==> src/rtl/link_integrity_pkg.sv <==
package link_integrity_pkg;
  typedef enum logic {
    LS_FAIL = 1'b0,
    LS_PASS = 1'b1
  } link_state_e;
endpackage

==> src/rtl/lim_interval.sv <==
// Saturating tick counter; elapsed_o includes the tick of the current cycle.
module lim_interval #(
  parameter int LIMIT = 100
) (
  input  logic                         clk_i,
  input  logic                         rst_ni,
  input  logic                         tick_i,
  input  logic                         clr_i,
  output logic [$clog2(LIMIT+2)-1:0]   elapsed_o
);
  localparam int W = $clog2(LIMIT + 2);

  logic [W-1:0] cnt_q;

  always_comb begin
    if (tick_i && (cnt_q < W'(LIMIT))) elapsed_o = cnt_q + 1'b1;
    else                               elapsed_o = cnt_q;
  end

  always_ff @(posedge clk_i or negedge rst_ni) begin
    if (!rst_ni)    cnt_q <= '0;
    else if (clr_i) cnt_q <= '0;
    else            cnt_q <= elapsed_o;
  end
endmodule

==> src/rtl/lim_pulse_qual.sv <==
// Classifies each pulse strobe by its spacing from the previous one.
module lim_pulse_qual #(
  parameter int GAP_MIN = 4,
  parameter int GAP_MAX = 100
) (
  input  logic clk_i,
  input  logic rst_ni,
  input  logic tick_i,
  input  logic ltp_i,
  output logic valid_o,
  output logic invalid_o
);
  localparam int LIM = GAP_MAX + 1;
  localparam int W   = $clog2(LIM + 2);

  logic [W-1:0] gap;
  logic         have_ref_q;
  logic         in_window;

  lim_interval #(.LIMIT(LIM)) u_gap (
    .clk_i    (clk_i),
    .rst_ni   (rst_ni),
    .tick_i   (tick_i),
    .clr_i    (ltp_i),
    .elapsed_o(gap)
  );

  always_ff @(posedge clk_i or negedge rst_ni) begin
    if (!rst_ni)    have_ref_q <= 1'b0;
    else if (ltp_i) have_ref_q <= 1'b1;
  end

  assign in_window = (gap >= W'(GAP_MIN)) && (gap <= W'(GAP_MAX));
  assign valid_o   = ltp_i && have_ref_q && in_window;
  assign invalid_o = ltp_i && !valid_o;
endmodule

==> src/rtl/lim_run_count.sv <==
// Counts consecutive valid pulses; done_o on the one completing the run.
module lim_run_count #(
  parameter int RUN_LEN = 4
) (
  input  logic clk_i,
  input  logic rst_ni,
  input  logic inc_i,
  input  logic clr_i,
  output logic done_o
);
  localparam int W = $clog2(RUN_LEN + 1);

  logic [W-1:0] cnt_q;

  assign done_o = inc_i && !clr_i && (cnt_q == W'(RUN_LEN - 1));

  always_ff @(posedge clk_i or negedge rst_ni) begin
    if (!rst_ni)                 cnt_q <= '0;
    else if (clr_i || done_o)    cnt_q <= '0;
    else if (inc_i)              cnt_q <= cnt_q + 1'b1;
  end
endmodule

==> src/rtl/lim_state.sv <==
module lim_state
  import link_integrity_pkg::*;
(
  input  logic clk_i,
  input  logic rst_ni,
  input  logic run_done_i,
  input  logic carrier_i,
  input  logic an_mode_i,
  input  logic expire_i,
  output logic pass_o,
  output logic drop_o,
  output logic pass_evt_o,
  output logic fail_evt_o
);
  link_state_e state_q;
  logic        go_pass, go_fail;
  logic        drop_q, pass_evt_q, fail_evt_q;

  assign go_pass = (state_q == LS_FAIL) && (run_done_i || (carrier_i && !an_mode_i));
  assign go_fail = (state_q == LS_PASS) && expire_i;

  always_ff @(posedge clk_i or negedge rst_ni) begin
    if (!rst_ni) begin
      state_q    <= LS_FAIL;
      pass_evt_q <= 1'b0;
      fail_evt_q <= 1'b0;
      drop_q     <= 1'b0;
    end else begin
      pass_evt_q <= go_pass;
      fail_evt_q <= go_fail;
      if (go_pass)      state_q <= LS_PASS;
      else if (go_fail) state_q <= LS_FAIL;
      // a packet seen in the failed state is discarded until carrier drops
      if (state_q == LS_FAIL && carrier_i) drop_q <= 1'b1;
      else if (!carrier_i)                 drop_q <= 1'b0;
    end
  end

  assign pass_o     = (state_q == LS_PASS);
  assign drop_o     = drop_q;
  assign pass_evt_o = pass_evt_q;
  assign fail_evt_o = fail_evt_q;
endmodule

==> src/rtl/link_integrity_mon.sv <==
module link_integrity_mon #(
  parameter int LOSS_TICKS = 100,
  parameter int GAP_MIN    = 4,
  parameter int GAP_MAX    = 100,
  parameter int RUN_LEN    = 4
) (
  input  logic clk_i,
  input  logic rst_ni,
  input  logic tick_i,
  input  logic an_mode_i,
  input  logic ltp_i,
  input  logic rx_act_i,
  input  logic tx_req_i,
  output logic link_ok_o,
  output logic tx_en_o,
  output logic rx_accept_o,
  output logic pass_evt_o,
  output logic fail_evt_o
);
  localparam int LW = $clog2(LOSS_TICKS + 2);

  logic          pulse_ok, pulse_bad, run_done;
  logic          pass, drop, activity, expire;
  logic [LW-1:0] quiet;

  assign activity = ltp_i || rx_act_i;

  lim_pulse_qual #(.GAP_MIN(GAP_MIN), .GAP_MAX(GAP_MAX)) u_qual (
    .clk_i    (clk_i),
    .rst_ni   (rst_ni),
    .tick_i   (tick_i),
    .ltp_i    (ltp_i),
    .valid_o  (pulse_ok),
    .invalid_o(pulse_bad)
  );

  lim_run_count #(.RUN_LEN(RUN_LEN)) u_run (
    .clk_i (clk_i),
    .rst_ni(rst_ni),
    .inc_i (pulse_ok),
    .clr_i (pulse_bad || pass),
    .done_o(run_done)
  );

  lim_interval #(.LIMIT(LOSS_TICKS)) u_loss (
    .clk_i    (clk_i),
    .rst_ni   (rst_ni),
    .tick_i   (tick_i),
    .clr_i    (activity || !pass),
    .elapsed_o(quiet)
  );

  assign expire = pass && !activity && (quiet == LW'(LOSS_TICKS));

  lim_state u_state (
    .clk_i     (clk_i),
    .rst_ni    (rst_ni),
    .run_done_i(run_done),
    .carrier_i (rx_act_i),
    .an_mode_i (an_mode_i),
    .expire_i  (expire),
    .pass_o    (pass),
    .drop_o    (drop),
    .pass_evt_o(pass_evt_o),
    .fail_evt_o(fail_evt_o)
  );

  assign link_ok_o   = pass;
  assign tx_en_o     = tx_req_i && pass;
  assign rx_accept_o = rx_act_i && pass && !drop;
endmodule

==> config.mk <==
export PLATFORM = sky130hd
export DESIGN_NAME = link_integrity_mon
export DESIGN_NICKNAME = d
export VERILOG_FILES = /design/src/rtl/link_integrity_pkg.sv /design/src/rtl/lim_interval.sv /design/src/rtl/lim_pulse_qual.sv /design/src/rtl/lim_run_count.sv /design/src/rtl/lim_state.sv /design/src/rtl/link_integrity_mon.sv
export SDC_FILE = /design/constraint.sdc
export NUM_CORES = 1
export LEC_CHECK = 0
export ABC_AREA = 0
export BUFFER_PORTS_ARGS = -buffer_cell sky130_fd_sc_hd__buf_4
export CELL_PAD_IN_SITES_DETAIL_PLACEMENT = 0
export CELL_PAD_IN_SITES_GLOBAL_PLACEMENT = 2
export CORE_MARGIN = 5
export CORE_UTILIZATION = 36
export CTS_BUF_LIST = sky130_fd_sc_hd__clkbuf_16
export CTS_CLUSTER_SIZE = 28
export DETAILED_ROUTE_END_ITERATION = 16
export HOLD_SLACK_MARGIN = 0.12
export MAX_ROUTING_LAYER = met4
export PLACE_DENSITY = 0.77
export SYNTH_ARGS = -nofsm -noshare
export SYNTH_HDL_FRONTEND = slang
export SYNTH_SLANG_ARGS = --single-unit
==> constraint.sdc <==
create_clock -name clk_i -period 2.05 [get_ports clk_i]
set_input_delay 0.41 -clock clk_i [delete_from_list [all_inputs] [get_ports clk_i]]
set_output_delay 0.41 -clock clk_i [all_outputs]
set_load 0.005 [all_outputs]
==> flow_summary_export.csv <==
group,metric,value,unit
run_status,status,"finished clean",
place,placed_cell_area,0.00146,mm^2
logic_synthesis,yosysTopAreaCell,"dfrtp_1",
logic_synthesis,syn_nets,149,
setup_path,start_kind,"register",
clock_tree,htreeDepth,1,
setup_path,critPathBufInv,2,
layout,stdcell_area,0.00161,mm^2
route,post_drt_wl_per_cell,13.8,um
worst_hold_path,hold_path_depth,3,
logic_synthesis,yosysMostFrequentCell,"dfrtp_1",
setup_path,rr_worst_depth,8,
route,drt_wl_total,2810,um
pwr,leakage,0.681,nW
logic_synthesis,ys_seq_area_share,42.4,%
setup_path,rr_startpoint,"u_qual.u_gap.cnt_q[0]",
logic_synthesis,yosysWarnings,0,
layout,instances_no_fill,204,
route,via_per_inst,5.21,
setup_path,r2r-end,"u_state.pass_o",
timing,maxSlewHeadroom,80.4,%
place,hpwlAfterDp,2060,um
layout,antenna_cells,0,
setup_path,cp_cell_sequence,"buf_6 -> nand4_1 -> a21oi_2 -> mux2i_2 -> a211oi_2 -> nand4b_1 -> buf_4 -> o211ai_2",
pwr,p_total,1.00,mW
clock_tree,cts_buffer_depth,2,
layout,post-route-util,47.1,%
worst_hold_path,min_to,"u_state.pass_o",
clock_tree,clk_pin_slew,0.06,ns
floorplan,ios,12,
route,vias,1062,
logic_synthesis,syn-cell-area,0.00130,mm^2
route,first_pass_iters,4,
floorplan,initial_core_util,38.0,%
timing,max_freq,516,MHz
setup_path,critical_path_required,2.22,ns
logic_synthesis,synth_edf_count,0,
floorplan,fp.dieH,70.0,um
setup_path,cp.depth,8,
floorplan,die_x,70.0,um
clock_tree,cts_tree,"built",
pwr,powerDensity,622,mW/mm^2
global_route,grt-ovfl-total,0,
route,drt_iter0_markers,43,
route,ant_nets,0,
floorplan,core.rowCount,21,
logic_synthesis,synth-seq-cells,22,
clock_tree,clock_sinks,22,
place,portBuffers,11,
timing,fin_ws,0.111,ns
logic_synthesis,synth.avg_cell_area,9.40,um^2
flow_run,maxCapViolCount,0,
logic_synthesis,synth_area_leaders,"dfrtp_1 42%, nor2_1 5.5%, xor2_1 4.7%",
worst_hold_path,hp-start,"rx_act_i",
timing,hold-worst-slack,0.437,ns
clock_tree,clk-insertion-delay-late,0.25,ns
pwr,vdd_drop_max,0.000552,V
setup_path,crit_fanout,4,
setup_path,path_delay_family,"compound AO/OA/AOI/OAI gates",
logic_synthesis,syn-instance-count,138,
place,place_inst,196,
layout,areaGrowthSynthToFinish,23.9,%
global_route,grt_pass1_vias,1117,
logic_synthesis,async_reset_ff_share,100,%
global_route,grt_usage,12.5,%
timing,finalHoldViolCount,0,
place,post-place-ws,0.0157,ns
logic_synthesis,synth.distinct_cells,43,
timing,period_share,94.6,%
layout,fin_nets,170,
logic_synthesis,ys_top_cells_by_count,"22 x dfrtp_1, 19 x nor2_1, 11 x nand2_1, 7 x xor2_1, 5 x inv_1",
clock_tree,root_buffer,"clkbuf_16",
setup_path,worst_ep_arrival_time,2.11,ns
timing,min_period,1.94,ns
global_route,grt_max_degree,23,
timing,setup_viol,0,
timing,report.final.slew_viol_count,0,
route,drc_errors,0,
timing,grt_setup_unrepaired,"true",
layout,drive_gt1_share,24.7,%
setup_path,max_stage_delay,0.42,ns
global_route,antenna_found_initial,0,
timing,worst_pin_slew,0.294,ns
logic_synthesis,synthFlopType,"dfrtp_1",
global_route,grt_pass1_wl,4910,um
logic_synthesis,yosysTopAreaCellShare,42.4,%
setup_path,cp_slowest_cell,"dfrtp_1",
place,place_congestion,0.803,
setup_path,worstSetupPathType,"register to register",
timing,clock_skew,0.00122,ns
timing,finalSetupTns,0,ns
setup_path,rrSetupSlack,0.11,ns
floorplan,fp.dieArea,0.00490,mm^2
clock_tree,cts_buffers,3,
worst_hold_path,hold_path_class,"input port to register",
floorplan,core,0.00342,mm^2
setup_path,endpoint_kind,"register",
[what timing repair did]
action | CTS | global route
resized for setup | 0 | 8
setup buffers | 0 | 3
endpoints found under the setup margin | 0 | 5
hold buffers | 1 | 0
endpoints found under the hold margin | 22 | 0
[metal layers]
| metal | vias up | track usage [%] | wire length (um) |
|---|---|---|---|
| met5 | - | - | 0 |
| met4 | 0 | 3.19 | 23 |
| met3 | 2 | 3.59 | 141 |
| met1 | 509 | 16.2 | 1340 |
| met2 | 25 | 19.3 | 1310 |
| li1 | 526 | - | - |
[flip-flops by register name, indices dropped and copies added, names as in the netlist]
signal and count:
u_state.drop_o 1, u_state.fail_evt_o 1, u_state.pass_o 1, u_loss.cnt_q 7, u_qual.have_ref_q 1, u_state.pass_evt_o 1, u_qual.u_gap.cnt_q 7, u_run.cnt_q 3
[power breakdown]
part           internal [mW]  switching [mW]
logic                 0.0733          0.0637
registers              0.447          0.0104
clock network          0.260           0.146
total                  0.780           0.220
[how the worst max path moves through the flow]
stage                                startpoint              to  slack, ns
final                     u_qual.u_gap.cnt_q[0]  u_state.pass_o       0.11
after global routing      u_qual.u_gap.cnt_q[0]  u_state.pass_o      -0.05
after CTS                 u_qual.u_gap.cnt_q[1]  u_run.cnt_q[1]       0.02
after detailed placement  u_qual.u_gap.cnt_q[1]  u_run.cnt_q[0]       0.02
after global placement    u_qual.u_gap.cnt_q[1]  u_run.cnt_q[0]        0.1
after floorplan           u_qual.u_gap.cnt_q[0]  u_run.cnt_q[0]       0.18
[tightest hold or removal path: cells and delay by family]
kind / cells / cell delay (ns)
AO/OA/AOI/OAI: 1 / 0.07
buffers and inverters: 1 / 0.10
AND/OR/NAND/NOR: 1 / 0.07
[layout make-up]
| cell class | count | area, um^2 |
|---|---|---|
| Fill cell | 341 | 1810 |
| Multi-Input combinational cell | 104 | 723 |
| Timing Repair Buffer | 23 | 179 |
| Clock inverter | 1 | 3.75 |
| Clock buffer | 3 | 75.1 |
| Sequential cell | 22 | 551 |
| Inverter | 5 | 18.8 |
| Tap cell | 46 | 57.6 |
[layout by cell type (no fill, tap or decap), types with 2 or more instances in the layout]
| master | count |
|---|---|
| xnor2_1 | 3 |
| ha_1 | 3 |
| nand4_1 | 3 |
| nand2_1 | 11 |
| o31ai_1 | 3 |
| and3_1 | 3 |
| nor2_1 | 18 |
| or2_1 | 2 |
| buf_4 | 21 |
| nand3_1 | 4 |
| a21oi_1 | 2 |
| mux2i_2 | 2 |
| mux2i_1 | 2 |
| and2_1 | 3 |
| o211ai_1 | 3 |
| inv_1 | 5 |
| clkbuf_16 | 3 |
| a31oi_1 | 3 |
| xor2_1 | 7 |
| dfrtp_1 | 22 |
| o21ai_1 | 3 |
| a31o_1 | 2 |
| nand2b_1 | 3 |
| a41oi_1 | 2 |
[cell families after synthesis]
family	synth area share, %
AOI/OAI and AO/OA	15.6
xor gates and xnor gates	6.75
adders and majority gates	3.86
buffers and inverters	4.44
DFF	42.4
muxes	3.95
and+or+nand+nor	23.0
(Power assumes the default switching activity.)
